`config.mk`:
```
export PLATFORM = sky130hd
export DESIGN_NAME = cfg_readback
export DESIGN_NICKNAME = d
export VERILOG_FILES = /design/src/rtl/cfg_readback_pkg.sv /design/src/rtl/cfg_readback_window.sv /design/src/rtl/cfg_readback_mux.sv /design/src/rtl/cfg_readback.sv
export SDC_FILE = /design/constraint.sdc
export NUM_CORES = 1
export LEC_CHECK = 0
export ABC_AREA = 1
export BUFFER_PORTS_ARGS = -buffer_cell sky130_fd_sc_hd__buf_2
export CAP_MARGIN = 20
export CORE_MARGIN = 3
export CORE_UTILIZATION = 39
export CTS_CLUSTER_SIZE = 20
export DETAILED_ROUTE_END_ITERATION = 8
export GPL_ROUTABILITY_DRIVEN = 0
export PLACE_DENSITY = 0.78
export SYNTH_ARGS = -nofsm -noshare
export SYNTH_HDL_FRONTEND = slang
export SYNTH_HIERARCHICAL = 1
export SYNTH_SLANG_ARGS = --single-unit
```
`constraint.sdc`:
```
create_clock -name clk -period 1.1 [get_ports clk]
set_input_delay 0.055 -clock clk [delete_from_list [all_inputs] [get_ports clk]]
set_output_delay 0.055 -clock clk [all_outputs]
set_load 0.01 [all_outputs]
```
`src/rtl/cfg_readback_pkg.sv`:
```
package cfg_readback_pkg;

    typedef enum logic [1:0] {
        SEL_FUSE_LO  = 2'd0,
        SEL_LOCK     = 2'd1,
        SEL_FUSE_EXT = 2'd2,
        SEL_FUSE_HI  = 2'd3
    } cfg_pick_e;

    localparam int CFG_BYTE_W = 8;
    localparam int LOCK_W     = 2;

endpackage

```
`src/rtl/cfg_readback_window.sv`:
```
module cfg_readback_window #(
    parameter int LD_WIN = 3,
    parameter int ST_WIN = 4
) (
    input  logic       clk,
    input  logic       rst,
    input  logic       wr_en,
    input  logic [1:0] wr_arm,
    input  logic       ld_req,
    input  logic       st_req,
    input  logic       ee_busy,
    output logic       redirect,
    output logic [1:0] arm
);
    localparam int LD_CW = $clog2(LD_WIN + 1);
    localparam int ST_CW = $clog2(ST_WIN + 1);

    typedef struct packed {
        logic             lock_set;
        logic             spe;
        logic [LD_CW-1:0] ld_left;
        logic [ST_CW-1:0] st_left;
    } win_state_t;

    win_state_t st_d, st_q;
    logic wr_ok, both, any, ld_expire, st_expire, st_take;

    always_comb begin
        st_d      = st_q;
        wr_ok     = wr_en && !ee_busy;
        both      = st_q.lock_set && st_q.spe;
        any       = st_q.lock_set || st_q.spe;
        redirect  = ld_req && both && !ee_busy && (st_q.ld_left != '0);
        ld_expire = both && (st_q.ld_left == LD_CW'(1));
        st_expire = any && (st_q.st_left == ST_CW'(1));
        st_take   = any && st_req && !ee_busy;

        if (any) begin
            if (st_q.ld_left != '0) st_d.ld_left = st_q.ld_left - LD_CW'(1);
            if (st_q.st_left != '0) st_d.st_left = st_q.st_left - ST_CW'(1);
        end

        if (redirect || ld_expire || st_expire || st_take) begin
            st_d.lock_set = 1'b0;
            st_d.spe      = 1'b0;
            st_d.ld_left  = '0;
            st_d.st_left  = '0;
        end

        if (wr_ok) begin
            st_d.lock_set = wr_arm[1];
            st_d.spe      = wr_arm[0];
            st_d.ld_left  = LD_CW'(LD_WIN);
            st_d.st_left  = ST_CW'(ST_WIN);
        end
    end

    always_ff @(posedge clk) begin
        if (rst) st_q <= '0;
        else     st_q <= st_d;
    end

    assign arm = {st_q.lock_set, st_q.spe};

endmodule

```
`src/rtl/cfg_readback_mux.sv`:
```
module cfg_readback_mux
    import cfg_readback_pkg::*;
(
    input  logic [1:0]            pick,
    input  logic [CFG_BYTE_W-1:0] fuse_lo_prog,
    input  logic [CFG_BYTE_W-1:0] fuse_hi_prog,
    input  logic [CFG_BYTE_W-1:0] fuse_ext_prog,
    input  logic [LOCK_W-1:0]     lock_prog,
    output logic [CFG_BYTE_W-1:0] byte_out
);
    logic [CFG_BYTE_W-1:0] prog_sel;

    always_comb begin
        unique case (cfg_pick_e'(pick))
            SEL_FUSE_LO:  prog_sel = fuse_lo_prog;
            SEL_LOCK:     prog_sel = {{(CFG_BYTE_W-LOCK_W){1'b0}}, lock_prog};
            SEL_FUSE_EXT: prog_sel = fuse_ext_prog;
            SEL_FUSE_HI:  prog_sel = fuse_hi_prog;
            default:      prog_sel = '0;
        endcase
        byte_out = ~prog_sel;
    end

endmodule

```
`src/rtl/cfg_readback.sv`:
```
module cfg_readback
    import cfg_readback_pkg::*;
#(
    parameter int LD_WIN = 3,
    parameter int ST_WIN = 4
) (
    input  logic       clk,
    input  logic       rst,
    input  logic       ctl_wr_en,
    input  logic [1:0] ctl_wr_arm,
    input  logic       ld_req,
    input  logic       st_req,
    input  logic [1:0] ld_ptr_lo,
    input  logic       ee_busy,
    input  logic [7:0] fuse_lo_prog,
    input  logic [7:0] fuse_hi_prog,
    input  logic [7:0] fuse_ext_prog,
    input  logic [1:0] lock_prog,
    output logic       cfg_sel,
    output logic [7:0] cfg_data,
    output logic [1:0] arm_bits
);
    logic [CFG_BYTE_W-1:0] picked;
    logic                  redirect;

    cfg_readback_window #(
        .LD_WIN (LD_WIN),
        .ST_WIN (ST_WIN)
    ) u_window (
        .clk      (clk),
        .rst      (rst),
        .wr_en    (ctl_wr_en),
        .wr_arm   (ctl_wr_arm),
        .ld_req   (ld_req),
        .st_req   (st_req),
        .ee_busy  (ee_busy),
        .redirect (redirect),
        .arm      (arm_bits)
    );

    cfg_readback_mux u_mux (
        .pick          (ld_ptr_lo),
        .fuse_lo_prog  (fuse_lo_prog),
        .fuse_hi_prog  (fuse_hi_prog),
        .fuse_ext_prog (fuse_ext_prog),
        .lock_prog     (lock_prog),
        .byte_out      (picked)
    );

    assign cfg_sel  = redirect;
    assign cfg_data = redirect ? picked : '0;

endmodule

```
==> results.py, run 1 <==
metrics = {
    "synthesis": {
        "synth_top_area_frac": 0.249,
        "syn_nets": 186,
        "ys_warn_count": 6,
        "syn_inst": 145,
        "synth.top_cells.by_area": "nand2_1 25%, dfxtp_1 18%, inv_1 13%",
        "synth_area_um2": 800,
        "avgSynthCellArea_um2": 5.51,
        "synth_area_leader_cell": "nand2_1",
        "synth_cell_types": 19,
        "ys_ff_latch": 7,
        "synth-seq-area-share": 0.175,
    },
    "sta": {
        "rsz0062_at_grt": "yes",
        "relSlewSlack": 0.795,
        "tightest_slew_ns": 0.306,
        "setup_ws_ns": -0.256,
        "hold_viol_final": 0,
        "fin_crit_sh": 1.23,
        "slew_viol_final": 0,
        "fmax_ghz": 0.737,
        "clock_skew_ns": 0.000951,
        "finalSetupViolations": 16,
        "layout_min_cycle_time_ns": 1.36,
    },
    "setup_path": {
        "path_depth": 8,
        "startpoint_type": "flop",
        "critPathRequiredTime_ns": 1.04,
        "crit_top_cell": "inv_2",
        "reg2reg_slack_ns": -0.25,
        "cp-startpoint": "u_window/st_q[4]",
        "r2r-start": "u_window/st_q[4]",
        "cp_slowest_stage_delay_ns": 0.34,
        "cp_num_buf_inv": 4,
        "worst-path-max-fanout": 4,
        "crit_family": "flip-flops",
        "reg2reg_depth": 10,
        "worstPathCellList": "inv_2 -> ha_4 -> nor2_4 -> nand2_4 -> clkinvlp_4 -> nand2_1 -> inv_2 -> buf_6",
        "cp-end-kind": "output port",
        "timing.rr.end": "u_window/st_q[3]",
        "cp_slowest_cell": "dfxtp_2",
        "worstSetupEndpoint": "cfg_data[3]",
        "worst-setup-path-type": "flop to output port",
        "cp.arrival_ns": 1.30,
    },
    "cells_and_area": {
        "final_nets": 243,
        "fillers": 163,
        "drive_above_1_share": 0.468,
        "area_growth_pct": 56.2,
        "insertedDiodeCount": 0,
    },
    "clock_network": {
        "clkTransAtPathRegs_ns": 0.05,
        "cts_tree": "done",
        "cts.sink_count": 7,
        "cts_root_buffer": "clkbuf_4",
        "clkLatencyLatePin_ns": 0.25,
        "h-tree-depth": 1,
        "cts-buffers-inserted": 3,
        "clock_path_buffers": 2,
    },
    "run_status": {
        "outcome": "complete, but fails checks",
        "violations": "negative setup slack",
    },
    "floorplan": {
        "core_um2": 1820,
        "rows": 15,
        "die_y_um": 51.3,
        "die_x_um": 51.3,
        "start_util": 0.439,
        "ios": 47,
        "die_area_um2": 2630,
    },
    "min_path": {
        "hold_class": "input port to flop",
    },
    "global_routing": {
        "antenna_found_initial": 0,
        "grt_max_degree": 15,
        "track_usage": 0.185,
        "grt_overflow": 0,
        "grt_pass1_vias": 976,
        "grt_pass1_wl_um": 3790,
    },
    "route": {
        "routed_via_density": 4.64,
        "ant_nets": 0,
        "vias": 1049,
        "dr.pass1.iters": 4,
        "wire_per_inst_um": 10.4,
        "drt_iter0_drc": 21,
        "drc": 0,
        "drt_wl_total_um": 2360,
    },
    "job": {
        "maxCapViolCount": 0,
    },
    "power_and_ir_drop": {
        "finalPower_uw": 831,
        "p_per_area_nw_per_um2": 665,
        "p_leak_uw": 0.000738,
        "vdd_drop_max_mv": 0.617,
    },
    "place": {
        "port_buffers": 46,
        "place_hpwl_um": 1770,
        "pre_cts_ws_ns": -0.131,
    },
}
## worst min-delay path by stage
| stage | slack (ns) | to | cells past startpoint | startpoint |
|---|---|---|---|---|
| after floorplan | 0.12 | u_window/st_q[3] | 1 | rst |
| after global placement | 0.28 | u_window/arm[0] | 3 | ctl_wr_arm[0] |
| after detailed placement | 0.28 | u_window/st_q[3] | 2 | rst |
| after CTS | 0.01 | u_window/st_q[4] | 2 | rst |
| after global routing | 0.01 | u_window/st_q[4] | 2 | rst |
| final | 0.02 | u_window/st_q[4] | 2 | rst |
## cell families after synthesis
family          after synthesis  share of synthesized area
compound gates               15                      0.113
fa+ha+maj                     5                     0.0782
buf+inv                      36                      0.189
flops                         7                      0.175
simple gates                 82                      0.444
## worst register-to-register path, stage by stage (launching register included)
cell,delay [ns]
dfxtp_2,0.34
inv_2,0.05
ha_4,0.16
nor2_4,0.11
nand2_4,0.08
buf_4,0.14
buf_4,0.13
nand3_4,0.08
nor2_1,0.05
nor2_1,0.08
nor2_1,0.04
## registers in the layout (all words and copies together), names as in the netlist
| name | cells |
|---|---|
| u_window/arm | 2 |
| u_window/st_q | 5 |
## per-stage QoR
stage | hold slack [ns] | instances | area, um^2 | setup TNS (ns) | util
after floorplan | 0.120 | 145 | 812 | 0 | -
after global placement | 0.283 | 216 | 1070 | -0.920 | 0.586
after detailed placement | 0.283 | 216 | 1070 | -1.44 | 0.586
after CTS | 0.0106 | 225 | 1220 | -3.36 | 0.672
after global routing | 0.0131 | 226 | 1250 | -5.18 | 0.686
final | 0.0213 | 226 | 1250 | -3.78 | 0.686
## synthesized netlist by cell type
library cell  count
ha_1              5
nand2_2           1
o21ai_0           4
inv_2             4
nand3_1          13
o211ai_1          4
nor2_4            1
buf_6             1
buf_4             2
nand2_4           1
buf_2             1
nor2_1            9
dfxtp_1           7
or2_0             3
nand3_2           1
nand2_1          53
o21bai_1          2
inv_1            28
a21oi_1           5
## layer usage
layer / up-vias / part of all wire / track usage
li1: 550 / - / -
met1: 456 / 0.41 / 0.211
met2: 39 / 0.50 / 0.324
met3: 4 / 0.072 / 0.0379
met4: 0 / 0.020 / 0.0961
met5: - / 0 / 0
## report_power, final
group | internal, uW | switching (uW) | total [uW]
combinational | 145 | 159 | 304
clock | 139 | 102 | 241
sequential | 272 | 13.6 | 285
total | 555 | 276 | 831
## layout make-up
class / instances / area (um^2) / area share
Clock buffer: 4 / 26.3 / 0.0210
Multi-Input combinational cell: 102 / 566 / 0.453
Inverter: 32 / 125 / 0.100
Sequential cell: 7 / 145 / 0.116
Timing Repair inverter: 1 / 7.51 / 0.00601
Tap cell: 25 / 31.3 / 0.0251
Timing Repair Buffer: 55 / 348 / 0.279
## layout by cell type (no fill, tap or decap), types with 4 or more instances in the layout
cell type  Yosys  routed
ha_1           5       4
nor2_1         9       7
buf_4          2       9
inv_1         28      15
a21oi_1        5       5
dfxtp_2        0       4
nand2_2        1       5
o211ai_1       4       4
nand2_1       53      48
inv_2          4      15
buf_2          1      38
buf_6          1       8
nand3_1       13      11
o21ai_0        4       4
## repair_timing
action	in CTS	in global routing
setup endpoints to repair	16	16
hold buffers	0	0
setup buffers	4	1
cloned	1	0
pin swaps	1	1
resized for setup	23	6
Note: power is estimated with default switching activity, not from simulation.
==> inputs of run 2 (changes only) <==
==> constraint.sdc (replaced) <==
create_clock -name clk -period 1.1 [get_ports clk]
set_input_delay 0.055 -clock clk [delete_from_list [all_inputs] [get_ports clk]]
set_output_delay 0.055 -clock clk [all_outputs]
set_load 0.02 [all_outputs]
==> run 2 against run 1 <==
  * The flow still finishes with violations (negative setup slack)
  * Worst hold slack worse by 0.0026 ns
  * Clock-buffer cell count is 1 lower
  * Non-clock buffer count is 3 higher
  * Die area stayed put
  * Combinational power is 12% higher
  * Power is 2.9% higher
  * Wire length is 3.2% higher
  * Critical endpoint is now cfg_data[6]
  * Cell area is 4.9% higher
  * Fmax is 3.8% lower
==> results.py, run 2 (synthesis gave the netlist of run 1 again) <==
metrics = {
    "cells_and_area": {
        "drive_above_1_share": 0.529,
        "multi_input_area_um2": 602,
        "regArea_um2": 143,
        "area_growth_pct": 63.9,
        "fillers": 155,
        "final_common_cell": "nand2_1",
        "regMostFlops": "u_window/st_q",
        "final_util": 0.720,
        "fin_area_um2": 1310,
        "largest_reg_flops": 5,
        "final_nets": 246,
        "final_cell_mix": "43 x nand2_1, 38 x buf_2, 17 x inv_2",
        "insertedDiodeCount": 0,
    },
    "sta": {
        "fmax_ghz": 0.709,
        "clock_skew_ns": 0.00524,
        "slew_viol_final": 0,
        "hold_viol_final": 0,
        "relSlewSlack": 0.815,
        "layout_min_cycle_time_ns": 1.41,
        "rsz0062_at_grt": "yes",
        "whs_ns": 0.0187,
        "tns_ns": -4.27,
        "fin_crit_sh": 1.28,
        "finalSetupViolations": 16,
        "tightest_slew_ns": 0.276,
        "setup_ws_ns": -0.309,
    },
    "clock_network": {
        "cts-buffers-inserted": 3,
        "clkLatencyLatePin_ns": 0.26,
        "cts_root_buffer": "clkbuf_4",
        "cts.sink_count": 7,
        "cts_tree": "done",
        "hold_buffers": 0,
        "clock_path_buffers": 2,
        "h-tree-depth": 1,
        "clkTransAtPathRegs_ns": 0.05,
    },
    "power_and_ir_drop": {
        "p_leak_uw": 0.000771,
        "finalPower_uw": 855,
        "vdd_drop_max_mv": 0.708,
        "p_per_area_nw_per_um2": 653,
    },
    "floorplan": {
        "core_um2": 1820,
        "start_util": 0.439,
        "die_x_um": 51.3,
        "die_area_um2": 2630,
        "die_y_um": 51.3,
        "ios": 47,
        "rows": 15,
    },
    "global_routing": {
        "grt_pass1_vias": 1024,
        "grt_pass1_wl_um": 3830,
        "grt_overflow": 0,
        "antenna_found_initial": 0,
        "track_usage": 0.184,
        "grt_max_degree": 15,
    },
    "setup_path": {
        "worst-setup-path-type": "flop to output port",
        "startpoint_type": "flop",
        "critPathRequiredTime_ns": 1.04,
        "worst-path-max-fanout": 4,
        "cp.arrival_ns": 1.35,
        "cp-end-kind": "output port",
    },
    "route": {
        "routed_via_density": 4.67,
        "drc": 0,
        "vias": 1070,
        "ant_nets": 0,
        "wire_per_inst_um": 10.6,
        "drt_iter0_drc": 10,
        "dr.pass1.iters": 4,
        "drt_wl_total_um": 2430,
    },
    "job": {
        "maxCapViolCount": 0,
    },
    "place": {
        "place_hpwl_um": 1870,
        "port_buffers": 46,
        "dpl_cell_area_um2": 1130,
    },
    "min_path": {
        "hold_class": "input port to flop",
    },
    "run_status": {
        "outcome": "complete, but fails checks",
        "violations": "negative setup slack",
    },
}
[run 2: cell count changes in the layout (fill, tap and decap cells not counted), sizes merged]
cell    delta
buf        +3
clkinv     +1
clkbuf     -1
[run 2: final cells by class]
cell class	count	share of cell area
clock buffer	3	0.0172
clock inverter	1	0.00382
inverter	32	0.0955
multi-input combinational	102	0.459
sequential	7	0.109
tap	25	0.0239
timing repair buffer	58	0.286
timing repair inverter	1	0.00573
[run 2: worst paths after layout]
path	slack (ns)	depth (start not counted)	end	startpoint
setup reg to reg	-0.26	10	u_window/st_q[3]	u_window/st_q[4]
hold reg to reg	0.47	2	u_window/st_q[1]	u_window/st_q[1]
setup / recovery	-0.31	8	cfg_data[6]	u_window/st_q[4]
hold / removal	0.02	2	u_window/st_q[4]	rst
[run 2: metal layers]
metal	share of wire	track usage	up-vias	wire length, um
li1	-	-	554	-
met1	0.39	0.184	476	945
met2	0.53	0.365	38	1280
met3	0.076	0.0262	2	186
met4	0.0078	0.0873	0	19
met5	0	0	-	0
[run 2: worst max-delay path, cell delays in order, from the launching register on]
cell        delay, ns
dfxtp_2          0.33
inv_2            0.05
ha_4             0.16
nor2_4           0.12
nand2_4          0.09
clkinvlp_4       0.13
nand2_2          0.06
inv_2            0.05
buf_6            0.10
[run 2: where the power goes]
group	internal (uW)	total (uW)	switching, uW
sequential	271	283	11.6
combinational	157	340	183
clock	133	232	99.0
[run 2: timing repair]
action / 4_1_cts / 5_1_grt
gates resized for setup: 26 / 10
cloned: 1 / 0
pin swaps: 1 / 3
endpoints found under the setup margin: 16 / 16
setup buffers: 3 / 1
[run 2: metrics by stage]
stage	instances	worst slack [ns]
after floorplan	145	-0.0596
after global placement	220	-0.0996
after detailed placement	220	-0.150
after CTS	228	-0.300
after global routing	229	-0.393
final	229	-0.309
==> inputs of run 3 (changes only) <==
- ABC_AREA: 1 -> not set
- CORE_UTILIZATION: 39 -> 37
- PLACE_DENSITY: 0.78 -> 0.77
==> run 3 against run 2 <==
  * The run still ends with negative setup slack left
  * Largest cell class unchanged
  * Via count down 23%
  * Cell count down 27%
  * Non-clock buffer count up 6
  * Synthesized cell count down 44%
  * Highest routed layer unchanged
  * Sequential power up 2%
  * Sequential share of layout area up 0.85 points
  * Synthesized area down 12%
  * Combinational power down 6.8%
  * Cell area down 6.4%
==> results.py, run 3 <==
metrics = {
    "run_status": {
        "outcome": "complete, but fails checks",
        "violations": "negative setup slack",
    },
    "setup_path": {
        "cp.arrival_ns": 1.82,
        "worst-setup-path-type": "flop to flop",
        "worst-path-max-fanout": 7,
        "cp_slowest_stage_delay_ns": 0.55,
        "reg2reg_depth": 6,
        "worstPathCellList": "inv_2 -> ha_4 -> or2b_4 -> a21oi_2 -> or4_4 -> nor4b_4",
        "timing.rr.end": "u_window/st_q[1]",
        "cp_slowest_cell": "or4_4",
        "critPathRequiredTime_ns": 1.26,
        "reg2reg_slack_ns": -0.56,
        "cp-end-kind": "flop",
        "startpoint_type": "flop",
        "r2r-start": "u_window/st_q[1]",
    },
    "min_path": {
        "min_to": "u_window/arm[0]",
        "min_from": "ctl_wr_arm[0]",
        "hold_class": "input port to flop",
        "whs_path_depth": 3,
    },
    "clock_network": {
        "hold_buffers": 0,
        "clkTransAtPathRegs_ns": 0.05,
        "clock_path_buffers": 2,
        "h-tree-depth": 1,
        "cts_root_buffer": "clkbuf_4",
        "cts_tree": "done",
        "cts-buffers-inserted": 3,
        "cts.sink_count": 7,
        "clkLatencyLatePin_ns": 0.26,
    },
    "floorplan": {
        "die_y_um": 49.7,
        "die_area_um2": 2470,
        "die_x_um": 49.7,
        "start_util": 0.400,
        "ios": 47,
        "rows": 15,
        "core_um2": 1760,
    },
    "synthesis": {
        "muxShareOfSynthArea": 0.165,
        "avgSynthCellArea_um2": 8.71,
        "synth_edf_count": 0,
        "synth_cell_types": 30,
        "synth_area_leader_cell": "dfxtp_1",
        "synth_commonest_cells": "9 x inv_1, 8 x and2_1, 7 x dfxtp_1",
        "ys_warn_count": 6,
        "synthAdderAreaFrac": 0.0887,
        "synth_area_um2": 706,
        "syn_inst": 81,
        "synth_simple_gate_area_frac": 0.248,
        "ys_ff_latch": 7,
        "synth-seq-area-share": 0.199,
        "synth_compound_area_frac": 0.161,
        "synth.most_common_cell": "inv_1",
        "ys.flop_type": "dfxtp_1",
        "syn_nets": 122,
        "synth_top_family_by_area": "simple AND/OR/NAND/NOR gates",
        "synth.top_cells.by_area": "dfxtp_1 20%, ha_1 8.9%, mux2i_1 8.5%",
        "synth_top_area_frac": 0.199,
        "async_reset_ff_frac": 0,
        "synth_xor_area_frac": 0.0248,
    },
    "route": {
        "wire_per_inst_um": 13.7,
        "drc": 0,
        "vias": 825,
        "routed_via_density": 4.91,
        "drt_wl_total_um": 2310,
        "ant_nets": 0,
        "dr.pass1.iters": 4,
        "drt_iter0_drc": 17,
    },
    "sta": {
        "fmax_ghz": 0.603,
        "hold_viol_final": 0,
        "tightest_slew_ns": 0.316,
        "tns_ns": -5.94,
        "fin_crit_sh": 1.51,
        "clock_skew_ns": 0.00502,
        "setup_ws_ns": -0.559,
        "slew_viol_final": 0,
        "finalSetupViolations": 16,
        "relSlewSlack": 0.789,
        "layout_min_cycle_time_ns": 1.66,
        "rsz0062_at_grt": "yes",
    },
    "global_routing": {
        "grt_max_degree": 10,
        "grt_pass1_vias": 793,
        "grt_overflow": 0,
        "antenna_found_initial": 0,
        "track_usage": 0.175,
        "grt_pass1_wl_um": 3350,
    },
    "cells_and_area": {
        "insertedDiodeCount": 0,
        "largest_reg_flops": 5,
        "final_common_cell": "buf_2",
        "area_growth_pct": 73.8,
        "final_util": 0.695,
        "fillers": 152,
        "drive_above_1_share": 0.671,
        "regMostFlops": "u_window/st_q",
        "final_cell_mix": "37 x buf_2, 15 x buf_4, 12 x buf_6",
        "final_nets": 185,
    },
    "job": {
        "maxCapViolCount": 0,
    },
    "place": {
        "pre_cts_ws_ns": -0.645,
        "port_buffers": 46,
        "place_hpwl_um": 1620,
    },
    "power_and_ir_drop": {
        "vdd_drop_max_mv": 0.679,
        "finalPower_uw": 840,
        "p_leak_uw": 0.000595,
        "p_per_area_nw_per_um2": 685,
    },
}
==> run 3: changes by cell type after synthesis, moves of 3 or more <==
cell,delta
and2_1,+8
nand3_1,-13
or2_0,-3
mux2i_1,+6
o211ai_1,-4
a2bb2oi_1,+6
inv_1,-19
nor2_1,-5
inv_2,-4
nand2_1,-49
==> run 3: layout make-up <==
type                    instances  area, um^2  share of cell area
well taps                      25        31.3              0.0255
repair buffers                 64         433               0.353
flip-flops and latches          7         144               0.117
inverters                       9        33.8              0.0276
multi-input cells              59         558               0.455
clock buffers                   4        26.3              0.0214
==> run 3: logic make-up (layout without fill, tap and decap cells) <==
| family | Yosys count | after routing |
|---|---|---|
| adders and majority gates | 5 | 5 |
| AOI/OAI and AO/OA | 16 | 16 |
| xor gates and xnor gates | 2 | 2 |
| muxes | 9 | 9 |
| DFF | 7 | 7 |
| and+or+nand+nor | 27 | 27 |
| buffers and inverters | 15 | 77 |
==> run 3: worst max-delay path by stage <==
stage / startpoint / cells after the start / end
finish: u_window/st_q[1] / 6 / u_window/st_q[1]
global route: u_window/st_q[1] / 6 / u_window/st_q[1]
CTS: u_window/st_q[1] / 6 / u_window/st_q[1]
detailed placement: u_window/st_q[1] / 6 / u_window/st_q[1]
global placement: u_window/st_q[1] / 6 / u_window/st_q[1]
floorplan: u_window/st_q[1] / 7 / u_window/st_q[1]
==> run 3: metal layers <==
layer / track usage / vias up / routed length (um)
met5: 0 / - / 0
met4: 0.0138 / 0 / 51
met3: 0.0574 / 6 / 157
met2: 0.308 / 29 / 1220
met1: 0.214 / 380 / 877
li1: - / 410 / -
==> run 3: power breakdown <==
part | switching [uW] | total (uW) | internal (uW)
Combinational | 138 | 317 | 179
Clock | 95.8 | 234 | 138
Sequential | 13.5 | 288 | 275
==> run 3: critical path: cells and delay by family, from the launching register on <==
kind,cells,cell delay (ns)
buffers and inverters,1,0.05
AO/OA/AOI/OAI,1,0.04
flip-flops,1,0.33
adder cells (fa/ha/maj),1,0.14
AND/OR/NAND/NOR,3,1.00
==> run 3: what timing repair did <==
| action | CTS | global route |
|---|---|---|
| cloned | 1 | 0 |
| setup endpoints to repair | 16 | 16 |
| pin swaps | 2 | 3 |
| resized for setup | 26 | 18 |
| setup buffers | 1 | 3 |
==> run 3: per-stage QoR <==
stage / instance area, um^2 / cells / hold WS [ns]
after CTS: 1150 / 166 / 0.00848
after floorplan: 709 / 81 / 0.163
final: 1230 / 168 / 0.0100
after global placement: 1030 / 160 / 0.263
after detailed placement: 1030 / 160 / 0.273
after global routing: 1230 / 168 / 0.0156
